==> src/rtl/aif_rx_pkg.sv <==
package aif_rx_pkg;

    localparam int MAX_WORD = 32;
    localparam int LEN_W    = $clog2(MAX_WORD) + 1;

    typedef enum logic [1:0] {
        FMT_JUST    = 2'd0,
        FMT_DELAY   = 2'd1,
        FMT_PULSE   = 2'd2,
        FMT_PULSE_X = 2'd3
    } fmt_e;

    typedef enum logic [1:0] {
        ST_IDLE  = 2'd0,
        ST_ARM   = 2'd1,
        ST_SHIFT = 2'd2,
        ST_GAP   = 2'd3
    } rx_state_e;

    function automatic logic [LEN_W-1:0] word_bits(input logic [1:0] code);
        logic [LEN_W-1:0] n;
        unique case (code)
            2'd0: n = LEN_W'(16);
            2'd1: n = LEN_W'(20);
            2'd2: n = LEN_W'(24);
            default: n = LEN_W'(32);
        endcase
        return n;
    endfunction

endpackage

==> src/rtl/aif_ws_watch.sv <==
module aif_ws_watch #(
    parameter int RUN_W   = 2,
    parameter int MIN_LOW = 2
) (
    input  logic clk_i,
    input  logic rst_i,
    input  logic ws_i,
    input  logic pulse_mode_i,
    output logic frame_start_o,
    output logic spacing_bad_o
);

    localparam logic [RUN_W-1:0] RUN_MAX = '1;
    localparam logic [RUN_W-1:0] LOW_MIN = RUN_W'(MIN_LOW);

    logic             ws_q;
    logic             primed;
    logic [RUN_W-1:0] low_run;
    logic             rise;
    logic             change;

    // low_run counts consecutive sampled lows, saturating; it starts full so
    // that the first pulse after reset is never judged too close.
    always_ff @(posedge clk_i) begin
        if (rst_i) begin
            ws_q    <= 1'b0;
            primed  <= 1'b0;
            low_run <= RUN_MAX;
        end else begin
            ws_q   <= ws_i;
            primed <= 1'b1;
            if (ws_i)
                low_run <= '0;
            else if (low_run != RUN_MAX)
                low_run <= low_run + 1'b1;
        end
    end

    always_comb begin
        rise          = primed & ws_i & ~ws_q;
        change        = primed & (ws_i ^ ws_q);
        frame_start_o = pulse_mode_i ? rise : change;
        spacing_bad_o = pulse_mode_i & rise & (low_run < LOW_MIN);
    end

endmodule

==> src/rtl/aif_shift_in.sv <==
module aif_shift_in #(
    parameter int DATA_W = 32
) (
    input  logic              clk_i,
    input  logic              rst_i,
    input  logic              sd_i,
    output logic [DATA_W-1:0] word_raw_o
);

    logic [DATA_W-2:0] sh;

    // Shifts on every edge; a finished word is simply the newest bits.
    assign word_raw_o = {sh, sd_i};

    always_ff @(posedge clk_i) begin
        if (rst_i)
            sh <= '0;
        else
            sh <= word_raw_o[DATA_W-2:0];
    end

endmodule

==> src/rtl/aif_left_align.sv <==
module aif_left_align #(
    parameter int DATA_W = 32,
    parameter int CNT_W  = 6
) (
    input  logic [DATA_W-1:0] raw_i,
    input  logic [CNT_W-1:0]  nbits_i,
    output logic [DATA_W-1:0] aligned_o
);

    logic [CNT_W-1:0] amt;

    always_comb begin
        amt       = CNT_W'(DATA_W) - nbits_i;
        aligned_o = raw_i << amt;
    end

endmodule

==> src/rtl/pcm_serial_rx.sv <==
module pcm_serial_rx
    import aif_rx_pkg::*;
#(
    parameter int DATA_W = MAX_WORD
) (
    input  logic              clk_i,
    input  logic              rst_i,
    input  logic [1:0]        fmt_i,
    input  logic              late_i,
    input  logic [1:0]        wlen_i,
    input  logic              ws_i,
    input  logic              sd_i,
    output logic [DATA_W-1:0] left_o,
    output logic [DATA_W-1:0] right_o,
    output logic              valid_o,
    output logic              frame_err_o
);

    localparam int CNT_W = $clog2(DATA_W) + 1;

    rx_state_e         state, nxt_state;
    logic [CNT_W-1:0]  cnt, nxt_cnt;
    logic              ch, nxt_ch;
    logic [CNT_W-1:0]  nbits;
    logic              pulse_mode;
    logic              lead;
    logic              start_ch;
    logic              frame_start;
    logic              spacing_bad;
    logic              word_done;
    logic              drop;
    logic              go;
    logic [DATA_W-1:0] word_raw;
    logic [DATA_W-1:0] aligned;
    logic [DATA_W-1:0] left_hold;
    logic              left_done;
    fmt_e              fmt;

    assign fmt        = fmt_e'(fmt_i);
    assign pulse_mode = (fmt == FMT_PULSE) || (fmt == FMT_PULSE_X);
    assign nbits      = CNT_W'(word_bits(wlen_i));
    // lead: the edge that sees the frame edge also carries the MSB
    assign lead       = (fmt == FMT_JUST) || (pulse_mode && !late_i);
    assign start_ch   = pulse_mode ? 1'b0 : ws_i;

    aif_ws_watch #(
        .RUN_W   (2),
        .MIN_LOW (2)
    ) u_watch (
        .clk_i         (clk_i),
        .rst_i         (rst_i),
        .ws_i          (ws_i),
        .pulse_mode_i  (pulse_mode),
        .frame_start_o (frame_start),
        .spacing_bad_o (spacing_bad)
    );

    aif_shift_in #(
        .DATA_W (DATA_W)
    ) u_shift (
        .clk_i      (clk_i),
        .rst_i      (rst_i),
        .sd_i       (sd_i),
        .word_raw_o (word_raw)
    );

    aif_left_align #(
        .DATA_W (DATA_W),
        .CNT_W  (CNT_W)
    ) u_align (
        .raw_i     (word_raw),
        .nbits_i   (nbits),
        .aligned_o (aligned)
    );

    // Next-state logic
    always_comb begin
        nxt_state = state;
        nxt_cnt   = cnt;
        nxt_ch    = ch;
        word_done = 1'b0;
        drop      = 1'b0;
        go        = 1'b0;
        unique case (state)
            ST_IDLE, ST_GAP: begin
                if (frame_start) go = 1'b1;
            end
            ST_ARM: begin
                if (frame_start) begin
                    drop = 1'b1;
                    go   = 1'b1;
                end else begin
                    nxt_state = ST_SHIFT;
                    nxt_cnt   = nbits - CNT_W'(2);
                end
            end
            ST_SHIFT: begin
                if (cnt == '0) begin
                    if (frame_start && lead) begin
                        drop = 1'b1;
                        go   = 1'b1;
                    end else begin
                        word_done = 1'b1;
                        if (frame_start) begin
                            go = 1'b1;
                        end else if (pulse_mode && !ch) begin
                            nxt_state = ST_ARM;
                            nxt_ch    = 1'b1;
                        end else begin
                            nxt_state = ST_GAP;
                        end
                    end
                end else if (frame_start) begin
                    drop = 1'b1;
                    go   = 1'b1;
                end else begin
                    nxt_cnt = cnt - 1'b1;
                end
            end
        endcase
        if (go) begin
            nxt_ch = start_ch;
            if (lead) begin
                nxt_state = ST_SHIFT;
                nxt_cnt   = nbits - CNT_W'(2);
            end else begin
                nxt_state = ST_ARM;
            end
        end
    end

    // State register
    always_ff @(posedge clk_i) begin
        if (rst_i) begin
            state <= ST_IDLE;
            cnt   <= '0;
            ch    <= 1'b0;
        end else begin
            state <= nxt_state;
            cnt   <= nxt_cnt;
            ch    <= nxt_ch;
        end
    end

    // Outputs
    always_ff @(posedge clk_i) begin
        if (rst_i) begin
            left_o      <= '0;
            right_o     <= '0;
            left_hold   <= '0;
            left_done   <= 1'b0;
            valid_o     <= 1'b0;
            frame_err_o <= 1'b0;
        end else begin
            valid_o <= 1'b0;
            if (drop || spacing_bad)
                frame_err_o <= 1'b1;
            if (drop)
                left_done <= 1'b0;
            if (word_done) begin
                if (!ch) begin
                    left_hold <= aligned;
                    left_done <= 1'b1;
                end else begin
                    if (left_done) begin
                        left_o  <= left_hold;
                        right_o <= aligned;
                        valid_o <= 1'b1;
                    end
                    left_done <= 1'b0;
                end
            end
        end
    end

endmodule

==> config.mk <==
export PLATFORM = sky130hd
export DESIGN_NAME = pcm_serial_rx
export DESIGN_NICKNAME = d
export VERILOG_FILES = /design/src/rtl/aif_rx_pkg.sv /design/src/rtl/aif_ws_watch.sv /design/src/rtl/aif_shift_in.sv /design/src/rtl/aif_left_align.sv /design/src/rtl/pcm_serial_rx.sv
export SDC_FILE = /design/constraint.sdc
export NUM_CORES = 1
export LEC_CHECK = 0
export ABC_AREA = 0
export BUFFER_PORTS_ARGS = -buffer_cell sky130_fd_sc_hd__buf_2
export CORE_MARGIN = 1.5
export CORE_UTILIZATION = 40
export CTS_CLUSTER_DIAMETER = 50
export DETAILED_ROUTE_END_ITERATION = 10
export PLACE_DENSITY = 0.67
export SLEW_MARGIN = 5
export SYNTH_ARGS = -nofsm -noshare
export SYNTH_HDL_FRONTEND = slang
export SYNTH_HIERARCHICAL = 1
export SYNTH_SLANG_ARGS = --single-unit
==> constraint.sdc <==
create_clock -name clk_i -period 6 [get_ports clk_i]
set_input_delay 0 -clock clk_i [delete_from_list [all_inputs] [get_ports clk_i]]
set_output_delay 0 -clock clk_i [all_outputs]
set_load 0.01 [all_outputs]
==> out/metrics.yaml <==
grt_max_degree: 79
syn_area_mm2: 0.00715
dr.pass1.iters: 5
p_clk_frac: 0.440
crit_arrival_ps: 3030
ys.flop_type: "dfxtp_1"
tightest_slew_ps: 1200
p_int_w: 0.00172
vias: 6010
grt-ovfl-total: 0
reg2regPathDepth: 6
fin_crit_ps: 2760
hold_class: "in -> reg"
cts_htree_levels: 4
avgSynthCellArea_um2: 8.55
post-route-util: 0.467
hold_slack_ps: 56.9
area_growth_pct: 13.5
cts_tree: "built"
ys_seq_area_frac: 0.401
cts_inserted_buffers: 17
cts.sinks: 143
netSwitchingFraction: 0.273
grt.total_usage: 0.191
synthArstFlopShare: 0
yosys_warnings: 6
routed_via_density: 5.38
yosys-top-cells-count: "nand2_1 (217), dfxtp_1 (143), a21oi_1 (111), nor2_1 (41), nor2b_1 (34)"
gp_congestion: 0.944
postCtsSetupRepairBufs: 0
avgRoutedWirePerCell_um: 15.5
r2r_setup_slack_ps: 3240
cp_data_required_time_ps: 6270
antenna_cells: 0
die_x_um: 137
grt_setup_unrepaired: "false"
slew_violations: 0
min_delay_path_depth: 4
die_y_um: 137
final_layout_size_suffix_gt1_frac: 0.181
netSwitchingPower_w: 0.000645
port_buffers: 74
start_kind: "register"
p_leak_nw: 3.07
core_mm2: 0.0174
r2r_start: "state[0]"
hpwlAfterDp_um: 11700
drtAntennaViolNets: 0
fin_area_mm2: 0.00811
wirelength_um: 17300
status: "finished, final reports clean"
synth_edf_count: 0
nets: 900
fin_tns_setup_ps: 0
grt_pass1_vias: 5412
synth_seq_cells: 143
setup_viol: 0
drv_cap: 0
yosys-top-cells-area: "dfxtp_1 (40%), nand2_1 (11%), a21oi_1 (7.8%), mux4_2 (5.4%), mux2i_1 (4.3%)"
hold_end: "cnt[4]"
max_freq_mhz: 363
end_kind: "register"
drc: 0
power_w: 0.00236
clockRootBuffer: "clkbuf_16"
antenna_found_initial: 0
yosysTopAreaCellShare: 0.401
ios: 75
reg2reg_to: "right_o[26]"
ys_types: 70
synth_cells: 836
sequentialPowerShare: 0.417
peakVddDrop_mv: 0.200
fin_skew_ps: 8.42
row_count: 48
max_slew_margin: 0.202
worstPathMaxFanout: 65
clock_latency_ps: 420
clockBufferDepth: 2
p_per_area_mw_per_mm2: 291
dpl_cell_area_mm2: 0.00749
synth_top_area_cell: "dfxtp_1"
comb_power_share: 0.143
fin_crit_sh: 0.460
yosysMostFrequentCell: "nand2_1"
crit_type: "reg -> reg"
die_area_mm2: 0.0187
initial_core_util: 0.412
drt_iter0_drc: 596
clk_pin_slew_worst_paths_ps: 60
hold_viol_final: 0
min-delay-start: "wlen_i[1]"
grt_pass1_wl_um: 28100
[worst max-delay path by stage]
stage	startpoint	endpoint	slack, ps	depth (start not counted)
2_1_floorplan	u_watch/ws_q	cnt[5]	3780	7
3_3_place_gp	wlen_i[1]	right_o[30]	3090	10
3_5_place_dp	wlen_i[1]	right_o[30]	3030	10
4_1_cts	state[0]	left_hold[24]	3260	7
5_1_grt	state[0]	right_o[31]	3020	6
6_report	state[0]	right_o[26]	3240	6
[cells by family after synthesis]
logic type | Yosys count | share of synthesized area
adders and majority gates | 10 | 0.0175
muxes | 74 | 0.143
DFF | 143 | 0.401
buffers and inverters | 78 | 0.0595
xor gates and xnor gates | 3 | 0.00473
and+or+nand+nor | 338 | 0.210
AOI/OAI and AO/OA | 189 | 0.164
other | 1 | 0.000525
[final cells by class]
class | instances | area [µm²]
inverter | 15 | 56.3
tap | 225 | 282
clock buffer | 19 | 453
multi-input combinational | 623 | 3890
timing repair buffer | 81 | 433
fill | 1703 | 9250
sequential | 143 | 2860
clock inverter | 12 | 133
[routing by layer]
metal	wire length [µm]	vias to the layer above	global-route usage	part of all wire
li1	-	2976	-	-
met5	0	-	0	0
met2	7600	189	0.279	0.44
met3	956	21	0.0385	0.055
met1	8520	2824	0.276	0.49
met4	265	0	0.0751	0.015
[placed cells by master (no fill, tap or decap), types with 3 or more instances in the layout]
cell type	n
dfxtp_1	143
a22oi_1	5
a31oi_1	4
clkbuf_16	17
nor2b_1	34
o21ai_1	4
mux2_2	21
and2_1	4
mux4_2	17
buf_2	73
nand3b_1	3
dlygate4sd3_1	3
nor2_1	41
a21o_1	3
o21ai_0	17
a21oi_1	111
clkinvlp_4	3
o21a_1	3
clkinv_2	3
nand2_1	217
a211o_1	3
inv_6	4
or3_1	4
inv_1	14
buf_4	5
a211oi_1	7
mux2i_1	31
nand2b_1	6
ha_1	10
o22ai_1	4
o221ai_1	6
conb_1	9
o211ai_1	4
nor3_1	7
[through the flow]
stage / instances / setup slack (ps)
detailed placement: 1084 / 3030
global route: 1118 / 3020
finish: 1118 / 3240
global placement: 1084 / 3090
floorplan: 844 / 3780
CTS: 1118 / 3260
[power groups by stage]
stage | clock [W] | combinational [W] | sequential, W
5_1_grt | 0.00110 | 0.000370 | 0.000988
4_1_cts | 0.00106 | 0.000329 | 0.000985
3_3_place_gp | 0 | 0.000324 | 0.00101
3_5_place_dp | 0 | 0.000327 | 0.00101
2_1_floorplan | 0 | 0.000276 | 0.00100
6_report | 0.00104 | 0.000337 | 0.000986
[critical path: stages (launching register included)]
cell and delay [ps]:
dfxtp_1 330, inv_1 60, ha_1 430, nand4bb_1 450, a2111o_2 980, nand2_1 220, a21oi_1 90
[sequential cells by signal, indices dropped and copies added (netlist names)]
| signal | cells |
|---|---|
| u_watch/ws_q | 1 |
| left_o | 32 |
| left_hold | 32 |
| u_shift/sh | 31 |
| u_watch/primed | 1 |
| right_o | 32 |
| ch | 1 |
| frame_err_o | 1 |
| u_watch/low_run | 2 |
| valid_o | 1 |
| left_done | 1 |
| cnt | 6 |
| state | 2 |
[repair_timing]
item / in CTS / in global routing
endpoints found under the hold margin: 5 / 0
resized for setup: 0 / 0
hold buffers: 3 / 0
Power figures use the tool's default switching activity.
